==> src/rtl/tmr_pkg.sv <==
// Package: shared types for the limit timer.
// Assumes a word-select field of three bits (byte address bits 4:2).
package tmr_pkg;

    // Word numbers seen through address bits 4:2
    typedef enum logic [2:0] {
        W_LIMRST  = 3'd0,
        W_COUNT   = 3'd1,
        W_LIMKEEP = 3'd2
    } word_e;

    // Decoded per-cycle control strobes
    typedef struct packed {
        logic restart;   // word 0 write: reload limit and zero the count
        logic lim_wr;    // word 0 or word 2 write: load limit
        logic ack_rd;    // word 0 read: clear reached and irq
    } ctl_t;

endpackage

==> src/rtl/tmr_decode.sv <==
// Module: tmr_decode
// Turns the read/write strobes and word address into control strobes.
// Assumes the strobes are single-cycle and that the address is stable with them.
module tmr_decode
    import tmr_pkg::*;
#(
    parameter int WORD_W = 3
) (
    input  logic              wr_en,
    input  logic              rd_en,
    input  logic [WORD_W-1:0] word,
    output ctl_t              ctl
);

    // Combinational strobe decode
    always_comb begin
        ctl.restart = wr_en && (word == WORD_W'(W_LIMRST));
        ctl.lim_wr  = wr_en && ((word == WORD_W'(W_LIMRST)) ||
                                (word == WORD_W'(W_LIMKEEP)));
        ctl.ack_rd  = rd_en && (word == WORD_W'(W_LIMRST));
    end

endmodule

==> src/rtl/tmr_limit.sv <==
// Module: tmr_limit
// Holds the limit in count units. A zero write is replaced by all ones.
// Assumes the caller has already shifted out the always-zero low bits.
module tmr_limit #(
    parameter int CNT_W = 22
) (
    input  logic             clk,
    input  logic             rst_n,
    input  logic             wr,
    input  logic [CNT_W-1:0] wfield,
    output logic [CNT_W-1:0] lim
);

    // Limit register with the zero-means-maximum rule
    always_ff @(posedge clk) begin
        if (!rst_n)
            lim <= '1;
        else if (wr)
            lim <= (wfield == '0) ? '1 : wfield;
    end

    // a zero write lands as the maximum limit
    a_r5_zero_is_max: assert property (@(posedge clk) disable iff (!rst_n)
        (wr && wfield == '0) |=> (lim == '1));

    // a nonzero write is taken verbatim
    a_r6_limit_loaded: assert property (@(posedge clk) disable iff (!rst_n)
        (wr && wfield != '0) |=> (lim == $past(wfield)));

endmodule

==> src/rtl/tmr_count.sv <==
// Module: tmr_count
// Up-counter in units, wrap on reaching the limit, sticky reached flag and irq.
// Priority: restart beats tick; a reach event beats an acknowledge.
module tmr_count #(
    parameter int CNT_W = 22
) (
    input  logic             clk,
    input  logic             rst_n,
    input  logic             tick,
    input  logic             restart,
    input  logic             ack_rd,
    input  logic [CNT_W-1:0] lim,
    output logic [CNT_W-1:0] cnt,
    output logic             reached,
    output logic             irq
);

    logic [CNT_W:0] nxt;
    logic           hit;

    // Next count and reach detection (at or above the limit wraps)
    always_comb begin
        nxt = {1'b0, cnt} + 1'b1;
        hit = tick && !restart && (nxt >= {1'b0, lim});
    end

    // Count register
    always_ff @(posedge clk) begin
        if (!rst_n)
            cnt <= '0;
        else if (restart)
            cnt <= '0;
        else if (tick)
            cnt <= hit ? '0 : nxt[CNT_W-1:0];
    end

    // Sticky reached flag, cleared only by an acknowledging read
    always_ff @(posedge clk) begin
        if (!rst_n)
            reached <= 1'b0;
        else if (hit)
            reached <= 1'b1;
        else if (ack_rd)
            reached <= 1'b0;
    end

    // Interrupt level, cleared by an acknowledge or a restart
    always_ff @(posedge clk) begin
        if (!rst_n)
            irq <= 1'b0;
        else if (hit)
            irq <= 1'b1;
        else if (ack_rd || restart)
            irq <= 1'b0;
    end

    // a plain tick moves the count by exactly one unit
    a_r2_step: assert property (@(posedge clk) disable iff (!rst_n)
        (tick && !restart && !hit) |=> (cnt == $past(cnt) + 1'b1));

    // without tick or restart the count holds
    a_r2_hold: assert property (@(posedge clk) disable iff (!rst_n)
        (!tick && !restart) |=> $stable(cnt));

    // a reach event wraps and raises both flags
    a_r3_wrap_flags: assert property (@(posedge clk) disable iff (!rst_n)
        hit |=> (cnt == '0 && reached && irq));

    // restart zeroes the count and lowers irq
    a_r4_restart: assert property (@(posedge clk) disable iff (!rst_n)
        restart |=> (cnt == '0 && !irq));

    // acknowledge without a coincident event clears both
    a_r7_ack_clears: assert property (@(posedge clk) disable iff (!rst_n)
        (ack_rd && !hit) |=> (!reached && !irq));

    // irq only rises together with the reached flag
    a_r3_irq_rise: assert property (@(posedge clk) disable iff (!rst_n)
        $rose(irq) |-> reached);

endmodule

==> src/rtl/limit_timer.sv <==
// Module: limit_timer (top)
// Register-mapped periodic counter-timer. Word 0: limit with restart and
// acknowledge-on-read; word 1: {reached, count}; word 2: limit, count kept.
// Assumes single-cycle strobes; rdata is combinational from addr.
module limit_timer
    import tmr_pkg::*;
#(
    parameter int DATA_W   = 32,
    parameter int LOW_BITS = 9,
    parameter int ADDR_W   = 5
) (
    input  logic              clk,
    input  logic              rst_n,
    input  logic              tick_en,
    input  logic              wr_en,
    input  logic              rd_en,
    input  logic [ADDR_W-1:0] addr,
    input  logic [DATA_W-1:0] wdata,
    output logic [DATA_W-1:0] rdata,
    output logic              irq
);

    localparam int CNT_W  = DATA_W - 1 - LOW_BITS;
    localparam int WORD_W = ADDR_W - 2;

    logic [WORD_W-1:0] word;
    ctl_t              ctl;
    logic [CNT_W-1:0]  lim;
    logic [CNT_W-1:0]  cnt;
    logic              reached;
    logic              unused_bits;

    assign word        = addr[ADDR_W-1:2];
    assign unused_bits = &{1'b0, addr[1:0], wdata[LOW_BITS-1:0], wdata[DATA_W-1]};

    tmr_decode #(.WORD_W(WORD_W)) u_dec (
        .wr_en (wr_en),
        .rd_en (rd_en),
        .word  (word),
        .ctl   (ctl)
    );

    tmr_limit #(.CNT_W(CNT_W)) u_lim (
        .clk    (clk),
        .rst_n  (rst_n),
        .wr     (ctl.lim_wr),
        .wfield (wdata[DATA_W-2:LOW_BITS]),
        .lim    (lim)
    );

    tmr_count #(.CNT_W(CNT_W)) u_cnt (
        .clk     (clk),
        .rst_n   (rst_n),
        .tick    (tick_en),
        .restart (ctl.restart),
        .ack_rd  (ctl.ack_rd),
        .lim     (lim),
        .cnt     (cnt),
        .reached (reached),
        .irq     (irq)
    );

    // Read multiplexer; unmapped words return zero
    always_comb begin
        rdata = '0;
        if (word == WORD_W'(W_LIMRST))
            rdata = {1'b0, lim, {LOW_BITS{1'b0}}};
        else if (word == WORD_W'(W_COUNT))
            rdata = {reached, cnt, {LOW_BITS{1'b0}}};
    end

    // writes to unmapped words or the count word leave the limit alone
    a_r9_ignored_write: assert property (@(posedge clk) disable iff (!rst_n)
        (wr_en && word != WORD_W'(W_LIMRST) && word != WORD_W'(W_LIMKEEP))
        |=> $stable(lim));

    // a count read with no tick or restart leaves the count unchanged
    a_r8_no_side_effect: assert property (@(posedge clk) disable iff (!rst_n)
        (rd_en && word == WORD_W'(W_COUNT) && !tick_en && !ctl.restart)
        |=> $stable(cnt));

endmodule

==> config.mk <==
export PLATFORM = sky130hd
export DESIGN_NAME = limit_timer
export DESIGN_NICKNAME = d
export VERILOG_FILES = /design/src/rtl/tmr_pkg.sv /design/src/rtl/tmr_decode.sv /design/src/rtl/tmr_limit.sv /design/src/rtl/tmr_count.sv /design/src/rtl/limit_timer.sv
export SDC_FILE = /design/constraint.sdc
export NUM_CORES = 1
export LEC_CHECK = 0
export CAP_MARGIN = 20
export CORE_MARGIN = 3
export CORE_UTILIZATION = 50
export DETAILED_ROUTE_END_ITERATION = 6
export DONT_BUFFER_PORTS = 1
export PLACE_DENSITY = 0.74
export SYNTH_ARGS = -nofsm -noshare
export SYNTH_HDL_FRONTEND = slang
export SYNTH_HIERARCHICAL = 1
export SYNTH_SLANG_ARGS = --single-unit
==> constraint.sdc <==
create_clock -name clk -period 3.9 [get_ports clk]
set_clock_uncertainty 0.05 [all_clocks]
set_input_delay 0.195 -clock clk [delete_from_list [all_inputs] [get_ports clk]]
set_output_delay 0.195 -clock clk [all_outputs]
set_load 0.005 [all_outputs]
Yosys cells after proc, flatten, opt, wreduce, memory -nomap -nowiden
Index checks and enable logic that the tools add are counted.
{"block": "totals", "word_cells": 30, "ff_bits": 46, "output_inout_bits": 33, "input_bits": 42}
{"block": "classes", "add_sub_neg": 1, "reduce_logical": 13, "n_eq_ne": 2, "mux": 8, "bitwise": 1, "n_lt_le_gt_ge": 1}
{"op": "$mux W32", "count": 2}
{"op": "$mux W22", "count": 2}
{"op": "$add A22 B1 Y23 const B", "count": 1}
{"op": "$ge A23 B22 Y1", "count": 1}
{"op": "$logic_not A22 Y1", "count": 1}
{"op": "$logic_and A1 B1 Y1", "count": 5}
{"op": "$mux W1", "count": 4}
{"op": "$reduce_bool A2 Y1", "count": 2}
{"op": "$eq A3 B1 Y1 const B", "count": 1}
{"op": "$eq A3 B2 Y1 const B", "count": 1}
{"op": "$logic_not A3 Y1", "count": 1}
{"op": "$logic_or A1 B1 Y1", "count": 2}
{"op": "$reduce_or A2 Y1", "count": 1}
{"op": "$logic_not A1 Y1", "count": 1}
{"op": "$not A1 Y1", "count": 1}

Logic depth before layout (Yosys ltp)
{"block": "depth", "word_depth": 6, "mapped_depth": 14, "depth_no_buf": 12}

By module
Netlist, hierarchy kept.
{"mod": "tmr_count", "n_inst": 1, "seq_area_each_um2": 480.5, "area_each_um2": 1879.3, "cells_per_inst": 231}
{"mod": "tmr_limit", "n_inst": 1, "seq_area_each_um2": 440.4, "area_each_um2": 1353.8, "cells_per_inst": 131}
{"mod": "limit_timer", "n_inst": 1, "seq_area_each_um2": 0.0, "area_each_um2": 451.7, "cells_per_inst": 63}
{"mod": "tmr_decode", "n_inst": 1, "seq_area_each_um2": 0.0, "area_each_um2": 25.0, "cells_per_inst": 3}

Least setup slack after synthesis
No wires, ideal clock.
{"block": "synth_path", "path_type": "register -> register", "start": "register u_cnt.cnt[0]", "end": "register u_cnt.cnt[10]", "setup_time_ns": 0.117, "synth_period_minus_slack_ns": 3.006, "slack_ns": 0.894, "n_path_buf": 1, "required_time_ns": 3.733, "path_stages_with_launch": 13, "arrival_time_ns": 2.839, "path_cell_list": "dfxtp_1 ha_1 nand2_1 or4_4 xnor2_1 ha_1 nand4_1 nor3_1 and4_1 nor4_1 a21o_1 buf_6 a22o_1"}
{"block": "synth_between", "elab_chain_cells": 4}
{"element": "from (decl)", "line_no": "tmr_count.sv:13", "text": "output logic [CNT_W-1:0] cnt,"}
{"element": "from (signal assigned)", "line_no": "tmr_count.sv:34", "text": "cnt <= hit ? '0 : nxt[CNT_W-1:0];"}
{"element": "$add A22 B1 Y23 *", "line_no": "tmr_count.sv:23", "text": "nxt = {1'b0, cnt} + 1'b1;"}
{"element": "$ge A23 B22 Y1", "line_no": "tmr_count.sv:24", "text": "hit = tick && !restart && (nxt >= {1'b0, lim});"}
{"element": "$logic_and A1 B1 Y1", "line_no": "tmr_count.sv:24"}
{"element": "$mux W22 *", "line_no": "tmr_count.sv:34"}
Mark *: on every way between the ends. The rest lies on a longest branch, timed or not.
A chain may end at the register's enable or synchronous reset.

Worst setup path in the final report
{"block": "layout_path", "start": "register u_cnt.cnt[1]", "end": "register u_cnt.cnt[9]"}
Same word-level chain as after synthesis.

==> out/metrics.yaml <==
num-fill-cells: 683
gr-total-overflow: 0
worstSetupEndpointType: "register"
drt_pass1_iterations: 4
critPathMaxFanout: 11
area_growth_pct: 1.55
synth_top_area_share_pct: 24.8
r2r_end: "u_cnt/cnt[9]"
num-nets-final: 481
gp_congestion: 0.891
power_density_nw_per_um2: 253
ctsRootBufferMaster: "clkbuf_8"
placed_cell_area_um2: 3650
port_buffers: 0
clockBufferDepth: 2
cp.arrival_ps: 3620
clkSlewWorstSetupHoldPaths_ps: 100
grt_pass1_vias: 2900
maxCapViolCount: 0
core-area_um2: 6980
hpwl_mm: 6.26
fin_cells: 513
drv_slew: 0
grt_use_met1_pct: 27.4
synthArstFlopShare_pct: 0
ant_nets: 0
yosys.area.top_type: "dfxtp_1"
synth-edff-count: 0
wirelength_mm: 8.66
period_needed_ps: 3470
irDropWorstVdd_v: 0.000145
outcome: "finished clean"
final.hold.worst_slack_ps: 22.0
r2r_slack_ps: 430
vias: 3045
ys_warn_count: 6
ys_ff_latch: 46
grtUsageMet2_pct: 31.8
synth_area_per_cell_um2: 8.67
ff2ff_path_depth: 11
netlist_instances: 428
period_share_pct: 88.8
path_class: "reg2reg"
crit_end: "u_cnt/cnt[9]"
track_usage_pct: 20.3
setup-tns-final_ps: 0
die-height_um: 92.1
drc: 0
worst_skew_pair.late_latency_ps: 310
synth_area_um2: 3710
synth_cell_type_count: 50
detail_route.vias_per_cell: 5.94
first_iter_violations: 189
critPathLaunchType: "register"
busiest_layer: "met2"
fp.dieArea_um2: 8490
rsz0062_at_grt: "false"
synth_area_leaders: "dfxtp_1, a221oi_2, ha_1, nor2_1, mux2i_1"
diodes: 0
synth.yosys.seq_area_share_pct: 24.8
hold_path_class: "in2reg"
relSlewSlack_pct: 24.9
grt_pass1_wl_mm: 13.9
fmax_ghz: 0.289
use_met3_pct: 3.94
dp_cells: 503
synth.most_common_cell: "nor2_1"
io_pins: 75
cp.required_ps: 4060
h-tree-depth: 2
die_w_um: 92.1
r2r-start: "u_cnt/cnt[1]"
cts_setup_buffers: 0
finish.instance_area_um2: 3770
finalHoldViolCount: 0
setup_viol: 0
critPathLaunch: "u_cnt/cnt[1]"
yosys_most_used_dff: "dfxtp_1"
drive_above_1_share_pct: 12.2
final_util_pct: 54.0
wl_per_cell_um: 16.9
grt_max_degree: 45
start_util_pct: 53.1
cts_sinks: 46
cts_made_buffers: 5
tritoncts: "built"
fp-row-count: 30
netlist_top_cells_count: "nor2_1, dfxtp_1, inv_1, ha_1, mux2i_1"
tightest_slew_ps: 1120
antenna_found_initial: 0
p_leak_nw: 1.85
## timing repair
item	4_1_cts	5_1_grt
hold endpoints to repair	22	0
gates resized for setup	0	0
hold buffers	2	0
## metrics by stage
| step | worst slack, ps | power (mW) |
|---|---|---|
| after floorplan | 894 | 0.644 |
| after CTS | 525 | 0.957 |
| final | 435 | 0.954 |
| after detailed placement | 555 | 0.651 |
| after global routing | 165 | 0.994 |
| after global placement | 629 | 0.643 |
## cell type report
| type | instances | area, µm² | area share, % |
|---|---|---|---|
| flip-flops and latches | 46 | 921 | 24.4 |
| repair buffers | 8 | 78.8 | 2.09 |
| well taps | 96 | 120 | 3.19 |
| inverters | 24 | 90.1 | 2.39 |
| multi-input cells | 331 | 2470 | 65.5 |
| clock inverters | 3 | 21.3 | 0.565 |
| clock buffers | 5 | 68.8 | 1.83 |
## per-layer routing
| layer | up-vias | wire (µm) |
|---|---|---|
| li1 | 1493 | - |
| met1 | 1439 | 3920 |
| met2 | 99 | 3930 |
| met3 | 14 | 636 |
| met4 | 0 | 173 |
| met5 | - | 0 |
## where the power goes
part / leakage, nW / switching [mW] / internal [mW]
Sequential: 0.375 / 0.0212 / 0.488
Clock: 0.0441 / 0.179 / 0.126
Combinational: 1.43 / 0.0777 / 0.0620
Total: 1.85 / 0.278 / 0.676
## state kept, by name (all words and copies together) (netlist names)
signal	cells
u_cnt/irq	1
u_cnt/cnt	22
u_lim/lim	22
u_cnt/reached	1
## placed cells by master, fill, tap and decap left out, types with 2 or more instances in the layout
master | Yosys | final
a221oi_2 | 20 | 20
a22o_1 | 12 | 12
and4_1 | 4 | 4
and2_1 | 2 | 2
ha_1 | 23 | 23
nand2_1 | 20 | 20
a21o_1 | 2 | 2
nor3_1 | 6 | 6
a21boi_0 | 14 | 14
a21oi_1 | 11 | 11
a221oi_1 | 2 | 2
nor2_1 | 68 | 68
o21ai_0 | 4 | 4
xnor2_1 | 16 | 16
and3b_2 | 6 | 6
dfxtp_1 | 46 | 46
mux2i_1 | 22 | 22
a21boi_1 | 8 | 8
and3b_1 | 16 | 16
clkbuf_8 | 0 | 5
nand3_1 | 14 | 14
nor4_2 | 2 | 2
inv_1 | 24 | 24
conb_1 | 1 | 9
buf_4 | 11 | 5
xor2_1 | 13 | 13
nor4_1 | 4 | 4
and3_1 | 6 | 6
nor4b_1 | 2 | 2
nand4_1 | 8 | 8
## cells by family after synthesis
kind of cell	after synthesis	share of synthesized area (%)
other	1	0.101
buffers and inverters	59	9.61
xor gates and xnor gates	29	6.85
DFF	46	24.8
muxes	22	5.94
adders and majority gates	23	7.76
AOI/OAI and AO/OA	81	20.5
and+or+nand+nor	167	24.4
## worst min-delay path by stage
stage	slack, ps	end	from	cells after the start
detailed placement	240	u_lim/lim[15]	rst_n	1
finish	20	u_cnt/cnt[1]	rst_n	2
CTS	20	u_cnt/cnt[1]	rst_n	2
floorplan	310	u_cnt/reached	rst_n	1
global placement	240	u_lim/lim[9]	rst_n	1
global route	30	u_cnt/cnt[1]	rst_n	2
## critical path, cell delays in order, from the launching register on
cell and delay, ps:
dfxtp_1 420, ha_1 250, nand2_1 100, or4_4 610, xnor2_1 160, ha_1 330
nand4_1 130, nor3_1 340, and4_1 290, nor4_1 70, a21o_1 360, a22o_1 250
(Power assumes the default switching activity.)
